File: src/rtl/gpio_bank_pkg.sv
package gpio_bank_pkg;
  localparam int unsigned ADDR_W = 3;

  // word addresses; function-code words follow FSEL_BASE contiguously
  localparam logic [ADDR_W-1:0] A_LEVEL     = 3'd0;
  localparam logic [ADDR_W-1:0] A_DIR       = 3'd1;
  localparam logic [ADDR_W-1:0] A_SET       = 3'd2;
  localparam logic [ADDR_W-1:0] A_CLR       = 3'd3;
  localparam logic [ADDR_W-1:0] A_FSEL_BASE = 3'd4;
endpackage

File: src/rtl/gpio_sync.sv
module gpio_sync #(
  parameter int unsigned WIDTH  = 32,
  parameter int unsigned STAGES = 2
) (
  input  logic             clk_i,
  input  logic             rst_ni,
  input  logic [WIDTH-1:0] d_i,
  output logic [WIDTH-1:0] q_o
);
  logic [STAGES-1:0][WIDTH-1:0] stage_q;

  always_ff @(posedge clk_i or negedge rst_ni) begin
    if (!rst_ni) begin
      stage_q <= '0;
    end else begin
      stage_q[0] <= d_i;
      for (int s = 1; s < STAGES; s++) stage_q[s] <= stage_q[s-1];
    end
  end

  assign q_o = stage_q[STAGES-1];
endmodule

File: src/rtl/gpio_regs.sv
module gpio_regs
  import gpio_bank_pkg::*;
#(
  parameter int unsigned NUM_PINS = 32,
  parameter int unsigned FN_W     = 2,
  localparam int unsigned PPW        = NUM_PINS / FN_W,
  localparam int unsigned FSEL_WORDS = (NUM_PINS * FN_W) / NUM_PINS
) (
  input  logic                               clk_i,
  input  logic                               rst_ni,
  input  logic                               we_i,
  input  logic [ADDR_W-1:0]                  addr_i,
  input  logic [NUM_PINS-1:0]                wdata_i,
  input  logic [NUM_PINS-1:0]                level_i,
  output logic [NUM_PINS-1:0]                rdata_o,
  output logic [NUM_PINS-1:0]                dir_o,
  output logic [NUM_PINS-1:0]                latch_o,
  output logic [NUM_PINS-1:0][FN_W-1:0]      fsel_o
);
  logic [NUM_PINS-1:0] dir_q, latch_q;
  logic [FSEL_WORDS-1:0][NUM_PINS-1:0] fsel_q;

  always_ff @(posedge clk_i or negedge rst_ni) begin
    if (!rst_ni) begin
      dir_q   <= '0;
      latch_q <= '0;
    end else if (we_i) begin
      if (addr_i == A_DIR) dir_q <= wdata_i;
      if (addr_i == A_SET) latch_q <= latch_q | wdata_i;
      if (addr_i == A_CLR) latch_q <= latch_q & ~wdata_i;
    end
  end

  for (genvar w = 0; w < FSEL_WORDS; w++) begin : g_fsel_word
    localparam logic [ADDR_W-1:0] WADDR = A_FSEL_BASE + ADDR_W'(w);
    always_ff @(posedge clk_i or negedge rst_ni) begin
      if (!rst_ni) fsel_q[w] <= '0;
      else if (we_i && addr_i == WADDR) fsel_q[w] <= wdata_i;
    end
  end

  // pin p: word p/PPW, field at (p mod PPW)*FN_W
  for (genvar p = 0; p < NUM_PINS; p++) begin : g_unpack
    assign fsel_o[p] = fsel_q[p / PPW][(p % PPW) * FN_W +: FN_W];
  end

  always_comb begin
    rdata_o = '0;
    if (addr_i == A_LEVEL) rdata_o = level_i;
    if (addr_i == A_DIR)   rdata_o = dir_q;
    for (int w = 0; w < int'(FSEL_WORDS); w++) begin
      if (addr_i == A_FSEL_BASE + ADDR_W'(w)) rdata_o = fsel_q[w];
    end
  end

  assign dir_o   = dir_q;
  assign latch_o = latch_q;
endmodule

File: src/rtl/gpio_pad_mux.sv
module gpio_pad_mux #(
  parameter int unsigned NUM_PINS = 32,
  parameter int unsigned FN_W     = 2,
  localparam int unsigned NUM_ALT = (1 << FN_W) - 1
) (
  input  logic [NUM_PINS-1:0]               latch_i,
  input  logic [NUM_PINS-1:0]               dir_i,
  input  logic [NUM_PINS-1:0][FN_W-1:0]     fsel_i,
  input  logic [NUM_ALT-1:0][NUM_PINS-1:0]  alt_out_i,
  input  logic [NUM_ALT-1:0][NUM_PINS-1:0]  alt_oe_i,
  output logic [NUM_PINS-1:0]               pad_out_o,
  output logic [NUM_PINS-1:0]               pad_oe_o,
  output logic [NUM_PINS-1:0]               occupied_o
);
  for (genvar p = 0; p < NUM_PINS; p++) begin : g_pin
    always_comb begin
      pad_out_o[p] = latch_i[p];
      pad_oe_o[p]  = dir_i[p];
      for (int k = 1; k <= int'(NUM_ALT); k++) begin
        if (fsel_i[p] == FN_W'(k)) begin
          pad_out_o[p] = alt_out_i[k-1][p];
          pad_oe_o[p]  = alt_oe_i[k-1][p];
        end
      end
    end
    assign occupied_o[p] = |fsel_i[p];
  end
endmodule

File: src/rtl/gpio_bank.sv
module gpio_bank
  import gpio_bank_pkg::*;
#(
  parameter int unsigned NUM_PINS = 32,
  parameter int unsigned FN_W     = 2,
  parameter int unsigned SYNC_N   = 2,
  localparam int unsigned NUM_ALT = (1 << FN_W) - 1
) (
  input  logic                              clk_i,
  input  logic                              rst_ni,
  input  logic                              we_i,
  input  logic [ADDR_W-1:0]                 addr_i,
  input  logic [NUM_PINS-1:0]               wdata_i,
  output logic [NUM_PINS-1:0]               rdata_o,
  input  logic [NUM_PINS-1:0]               pad_in_i,
  output logic [NUM_PINS-1:0]               pad_out_o,
  output logic [NUM_PINS-1:0]               pad_oe_o,
  input  logic [NUM_ALT-1:0][NUM_PINS-1:0]  alt_out_i,
  input  logic [NUM_ALT-1:0][NUM_PINS-1:0]  alt_oe_i,
  output logic [NUM_PINS-1:0]               occupied_o
);
  logic [NUM_PINS-1:0]           level_q, dir_q, latch_q;
  logic [NUM_PINS-1:0][FN_W-1:0] fsel_q;

  gpio_sync #(.WIDTH(NUM_PINS), .STAGES(SYNC_N)) u_sync (
    .clk_i (clk_i),
    .rst_ni(rst_ni),
    .d_i   (pad_in_i),
    .q_o   (level_q)
  );

  gpio_regs #(.NUM_PINS(NUM_PINS), .FN_W(FN_W)) u_regs (
    .clk_i  (clk_i),
    .rst_ni (rst_ni),
    .we_i   (we_i),
    .addr_i (addr_i),
    .wdata_i(wdata_i),
    .level_i(level_q),
    .rdata_o(rdata_o),
    .dir_o  (dir_q),
    .latch_o(latch_q),
    .fsel_o (fsel_q)
  );

  gpio_pad_mux #(.NUM_PINS(NUM_PINS), .FN_W(FN_W)) u_mux (
    .latch_i   (latch_q),
    .dir_i     (dir_q),
    .fsel_i    (fsel_q),
    .alt_out_i (alt_out_i),
    .alt_oe_i  (alt_oe_i),
    .pad_out_o (pad_out_o),
    .pad_oe_o  (pad_oe_o),
    .occupied_o(occupied_o)
  );
endmodule

File: config.mk
export PLATFORM = sky130hd
export DESIGN_NAME = gpio_bank
export DESIGN_NICKNAME = d
export VERILOG_FILES = /design/src/rtl/gpio_bank_pkg.sv /design/src/rtl/gpio_sync.sv /design/src/rtl/gpio_regs.sv /design/src/rtl/gpio_pad_mux.sv /design/src/rtl/gpio_bank.sv
export SDC_FILE = /design/constraint.sdc
export NUM_CORES = 1
export LEC_CHECK = 0
export BUFFER_PORTS_ARGS = -buffer_cell sky130_fd_sc_hd__buf_2
export CORE_AREA = 2 2 153 155
export DETAILED_ROUTE_END_ITERATION = 10
export DIE_AREA = 0 0 155 157
export GPL_TIMING_DRIVEN = 0
export PLACE_DENSITY = 0.81
export RECOVER_POWER = 50
export SKIP_CTS_REPAIR_TIMING = 1
export SYNTH_ARGS = -nofsm -noshare
export SYNTH_HDL_FRONTEND = slang
export SYNTH_HIERARCHICAL = 1
export SYNTH_SLANG_ARGS = --single-unit
File: constraint.sdc
create_clock -name clk_i -period 2.4 [get_ports clk_i]
set_input_delay 0.48 -clock clk_i [delete_from_list [all_inputs] [get_ports clk_i]]
set_output_delay 0.48 -clock clk_i [all_outputs]
set_load 0.01 [all_outputs]
# Word level (Yosys, flattened, before mapping)
# Cells that the tools add are included.
# Widths: inputs -> output; s select.
dict set report word_totals {
  wordCells 346
  output_inout_bits 128
  input_bits 262
  register_bits 192
}
dict set report op_classes {
  eq_ne 101
  mux 198
  n_bitwise 3
  reduce_logical 38
}
# cell n
set op_table {}
lappend op_table {{$mux 1} 192}
lappend op_table {{$mux 32} 6}
lappend op_table {{$eq 2x2->1 const B} 64}
lappend op_table {{$eq 2x1->1 const B} 32}
lappend op_table {{$reduce_or 2->1} 32}
lappend op_table {{$and 32x32->32} 1}
lappend op_table {{$not 32->32} 1}
lappend op_table {{$or 32x32->32} 1}
lappend op_table {{$eq 3x2->1 const B} 2}
lappend op_table {{$eq 3x3->1 const B} 2}
lappend op_table {{$reduce_and 2->1} 2}
lappend op_table {{$eq 3x1->1 const B} 1}
lappend op_table {{$logic_not 3->1} 1}
lappend op_table {{$logic_and 1x1->1} 2}
lappend op_table {{$reduce_bool 2->1} 1}

# Depth between registers and ports, before layout
dict set report logic_depth {
  ltp_word 5
  mapped_depth 5
  depth_no_buf 2
}

# Hierarchy
# The synthesis kept the hierarchy.
# mod instances area_per_inst_um2 seq_area_each_um2 cells_each
set by_module_without_submodules {}
lappend by_module_without_submodules {gpio_regs 1 6397.4 3203.1 462}
lappend by_module_without_submodules {gpio_pad_mux 1 1881.8 0.0 96}
lappend by_module_without_submodules {gpio_sync 1 1841.8 1601.5 96}

# Worst setup path before layout
# OpenSTA, ideal clock, no wires.
dict set report synth_path {
  path_type {input to output}
  startpoint {in addr_i[0]}
  endpoint {out rdata_o[10]}
  path_stages 5
  setup_slack_ps 494
  required_ps 1920
  t_arrival_ps 1426
  n_path_buf 3
  path_cell_list {buf_4 -> or2_1 -> clkbuf_1 -> clkbuf_1 -> o22ai_1}
}
dict set report synth_via {
  elab_chain_len 5
  word_cells_on_any_way 8
  cone_classes {eq/ne (3); mux (4); reduce/logical (1)}
}
# item line
set synth_lines {}
lappend synth_lines {{start, declared} gpio_bank.sv:12} ;# input logic [ADDR_W-1:0] addr_i,
lappend synth_lines {{$logic_not 3->1} gpio_regs.sv:49} ;# if (addr_i == A_LEVEL) rdata_o = level_i;
lappend synth_lines {{$mux 32} gpio_regs.sv:49}
lappend synth_lines {{$mux 32} gpio_regs.sv:50} ;# if (addr_i == A_DIR) rdata_o = dir_q;
lappend synth_lines {{$mux 32} gpio_regs.sv:52} ;# if (addr_i == A_FSEL_BASE + ADDR_W'(w)) rdata_o = fsel_q[w];
lappend synth_lines {{$mux 32 *} gpio_regs.sv:52}
lappend synth_lines {{end, declared} gpio_bank.sv:14} ;# output logic [NUM_PINS-1:0] rdata_o,
# Mark *: on every way between the ends. The rest lies on a longest branch, timed or not.

# Worst setup path after layout
dict set report layout_path {
  startpoint {in addr_i[0]}
  endpoint {out rdata_o[17]}
}
# Same word-level chain as after synthesis.

==> impl_metrics.env <==
export IMPL_outcome="complete, no violations"
export IMPL_worstPathArrival_ns=1.86
export IMPL_rsz0062_at_grt="false"
export IMPL_gr_usage_met3_pct=6.22
export IMPL_synth_cell_type_count=19
export IMPL_cap_violations=0
export IMPL_required_ns=1.92
export IMPL_htreeDepth=4
export IMPL_dieArea_um2=24300
export IMPL_fin_ws_ns=0.0628
export IMPL_grt_pass1_vias=7604
export IMPL_start_kind="primary input"
export IMPL_finalHoldViolCount=0
export IMPL_grt_pass1_wl_mm=46.7
export IMPL_place_congestion=0.830
export IMPL_fmaxAchievable_mhz=428
export IMPL_ys_seq_area_share_pct=47.5
export IMPL_dpl_hpwl_mm=24.9
export IMPL_vias_per_cell=5.49
export IMPL_grtUsageMet1_pct=34.3
export IMPL_ir_worst_vdd_mv=0.451
export IMPL_skew_ns=0.00476
export IMPL_whs_ns=0.149
export IMPL_start_util_pct=45.0
export IMPL_p_leak_nw=6.63
export IMPL_antenna_left=0
export IMPL_syn_area_um2=10100
export IMPL_drt_pass1_iter_count=5
export IMPL_nets=1321
export IMPL_cts_clk_slew_worst_paths_ns=0.07
export IMPL_cts_sinks=192
export IMPL_design_portCount=390
export IMPL_p_per_area_nw_per_um2=782
export IMPL_avgSynthCellArea_um2=15.5
export IMPL_num_fill_cells=1874
export IMPL_syn_num_nets=916
export IMPL_wl_mm=32.2
export IMPL_slew_headroom_pct=10.9
export IMPL_slew_violations=0
export IMPL_dieHeight_um=157
export IMPL_placed_area_um2=12400
export IMPL_pre_cts_ws_ns=-0.0993
export IMPL_io_buffers=385
export IMPL_cts_root_buf="clkbuf_16"
export IMPL_period_minus_slack_ns=2.34
export IMPL_area_growth_pct=28.4
export IMPL_synth_seq_cells=192
export IMPL_finalSetupViolCount=0
export IMPL_grt_use_met2_pct=43.9
export IMPL_final_util_pct=57.8
export IMPL_yosys_warnings=6
export IMPL_die_w_um=155
export IMPL_grt_util_all_layers_pct=26.2
export IMPL_drive_gt1_share_pct=49.7
export IMPL_wl_per_cell_um=23.7
export IMPL_post_route_period_util_pct=97.4
export IMPL_cts_tree="yes"
export IMPL_route_vias_total=7467
export IMPL_hold_path_class="in2reg"
export IMPL_cts_path_max_buffers=2
export IMPL_overflow=0
export IMPL_final_area_um2=13000
export IMPL_fp_coreArea_um2=22500
export IMPL_insertion_delay_ns=0.43
export IMPL_endpoint_kind="output pin"
export IMPL_cts_buffers=17
export IMPL_rows=55
export IMPL_worst_slew_pin_slew_ns=1.34
export IMPL_grt_busiest_layer="met2"
export IMPL_antenna_found_initial=7
export IMPL_drc=0
export IMPL_crit_type="in2out"
export IMPL_synth_cells=654
export IMPL_drt_iter0_markers=543
export IMPL_crit_fanout=10
export IMPL_grt_max_degree=99
## path summary, 6_finish.rpt
| kind | start | endpoint | slack (ns) | cells past startpoint |
|---|---|---|---|---|
| max in group asynchronous | rst_ni | async pin | 0.56 | 2 |
| min in group asynchronous | rst_ni | u_sync/q_o[25] | 0.35 | 1 |
| worst min register to register | u_sync/stage_q[10] | u_sync/q_o[10] | 0.35 | 0 |
| worst max-delay path | addr_i[0] | rdata_o[17] | 0.06 | 6 |
| worst max register to register | u_regs/fsel_o[43] | u_regs/fsel_o[43] | 1.45 | 1 |
| worst min-delay path | pad_in_i[13] | u_sync/stage_q[13] | 0.15 | 1 |
## layout by cell type, fill, tap and decap left out, types with 17 or more instances in the layout
cell       count
buf_2        388
mux2i_1       96
o22ai_1       32
clkbuf_16     17
mux2_1        36
or2_1         33
mux2_4        60
mux4_1        64
dfrtp_1      192
inv_1         32
buf_4         40
nand4b_1      33
## critical path, cell delays in order
cell and delay, ns:
buf_4 0.15, or2_1 0.22, clkbuf_1 0.20, clkbuf_2 0.29, o22ai_1 0.31, buf_2 0.19
## per-layer routing
metal	vias to the layer above	part of all wire, %
met5	-	0.13
met4	8	1.4
met3	37	7.0
met2	311	49
met1	3804	42
li1	3307	-
## Yosys cell counts, drive strengths merged
library cell  instances  area [um^2]
mux4                 64         1680
mux2                 96         1310
nand4b               33          304
clkbuf               15         56.3
buf                  58          452
and4bb                1         12.5
nand2b                1         6.26
inv                  32          120
nor4bb                1         10.0
dfrtp               192         4800
mux2i                96          961
o22ai                32          200
or2                  33          206
## metrics by stage
stage / std cells / total power, W / TNS (ns)
after global routing: 1358 / 0.0106 / 0
final: 1359 / 0.0102 / 0
after CTS: 1355 / 0.0103 / -1.51
after floorplan: 654 / 0.00605 / 0
after detailed placement: 1325 / 0.00741 / -1.46
after global placement: 1324 / 0.00729 / -438.37
## cell families after synthesis
group | synth area share, %
and+or+nand+nor | 5.33
AOI/OAI and AO/OA | 1.98
buffers and inverters | 6.21
DFF | 47.5
muxes | 39.0
## area by class of cell
class	instances	area (um^2)	area share, %
clock inverters	11	130	1.00
flip-flops and latches	192	4800	37.0
multi-input cells	357	4670	36.0
inverters	32	120	0.924
clock buffers	19	453	3.48
repair buffers	386	1940	14.9
well taps	285	357	2.74
diodes	4	10.0	0.0770
plain buffers	73	513	3.95
## where the power goes
part	switching, W	total (W)	internal, W
clock	0.00124	0.00283	0.00159
sequential	0.000691	0.00446	0.00377
combinational	0.00118	0.00288	0.00169
total	0.00311	0.0102	0.00705
No activity file was read; power rests on OpenSTA's default activity.
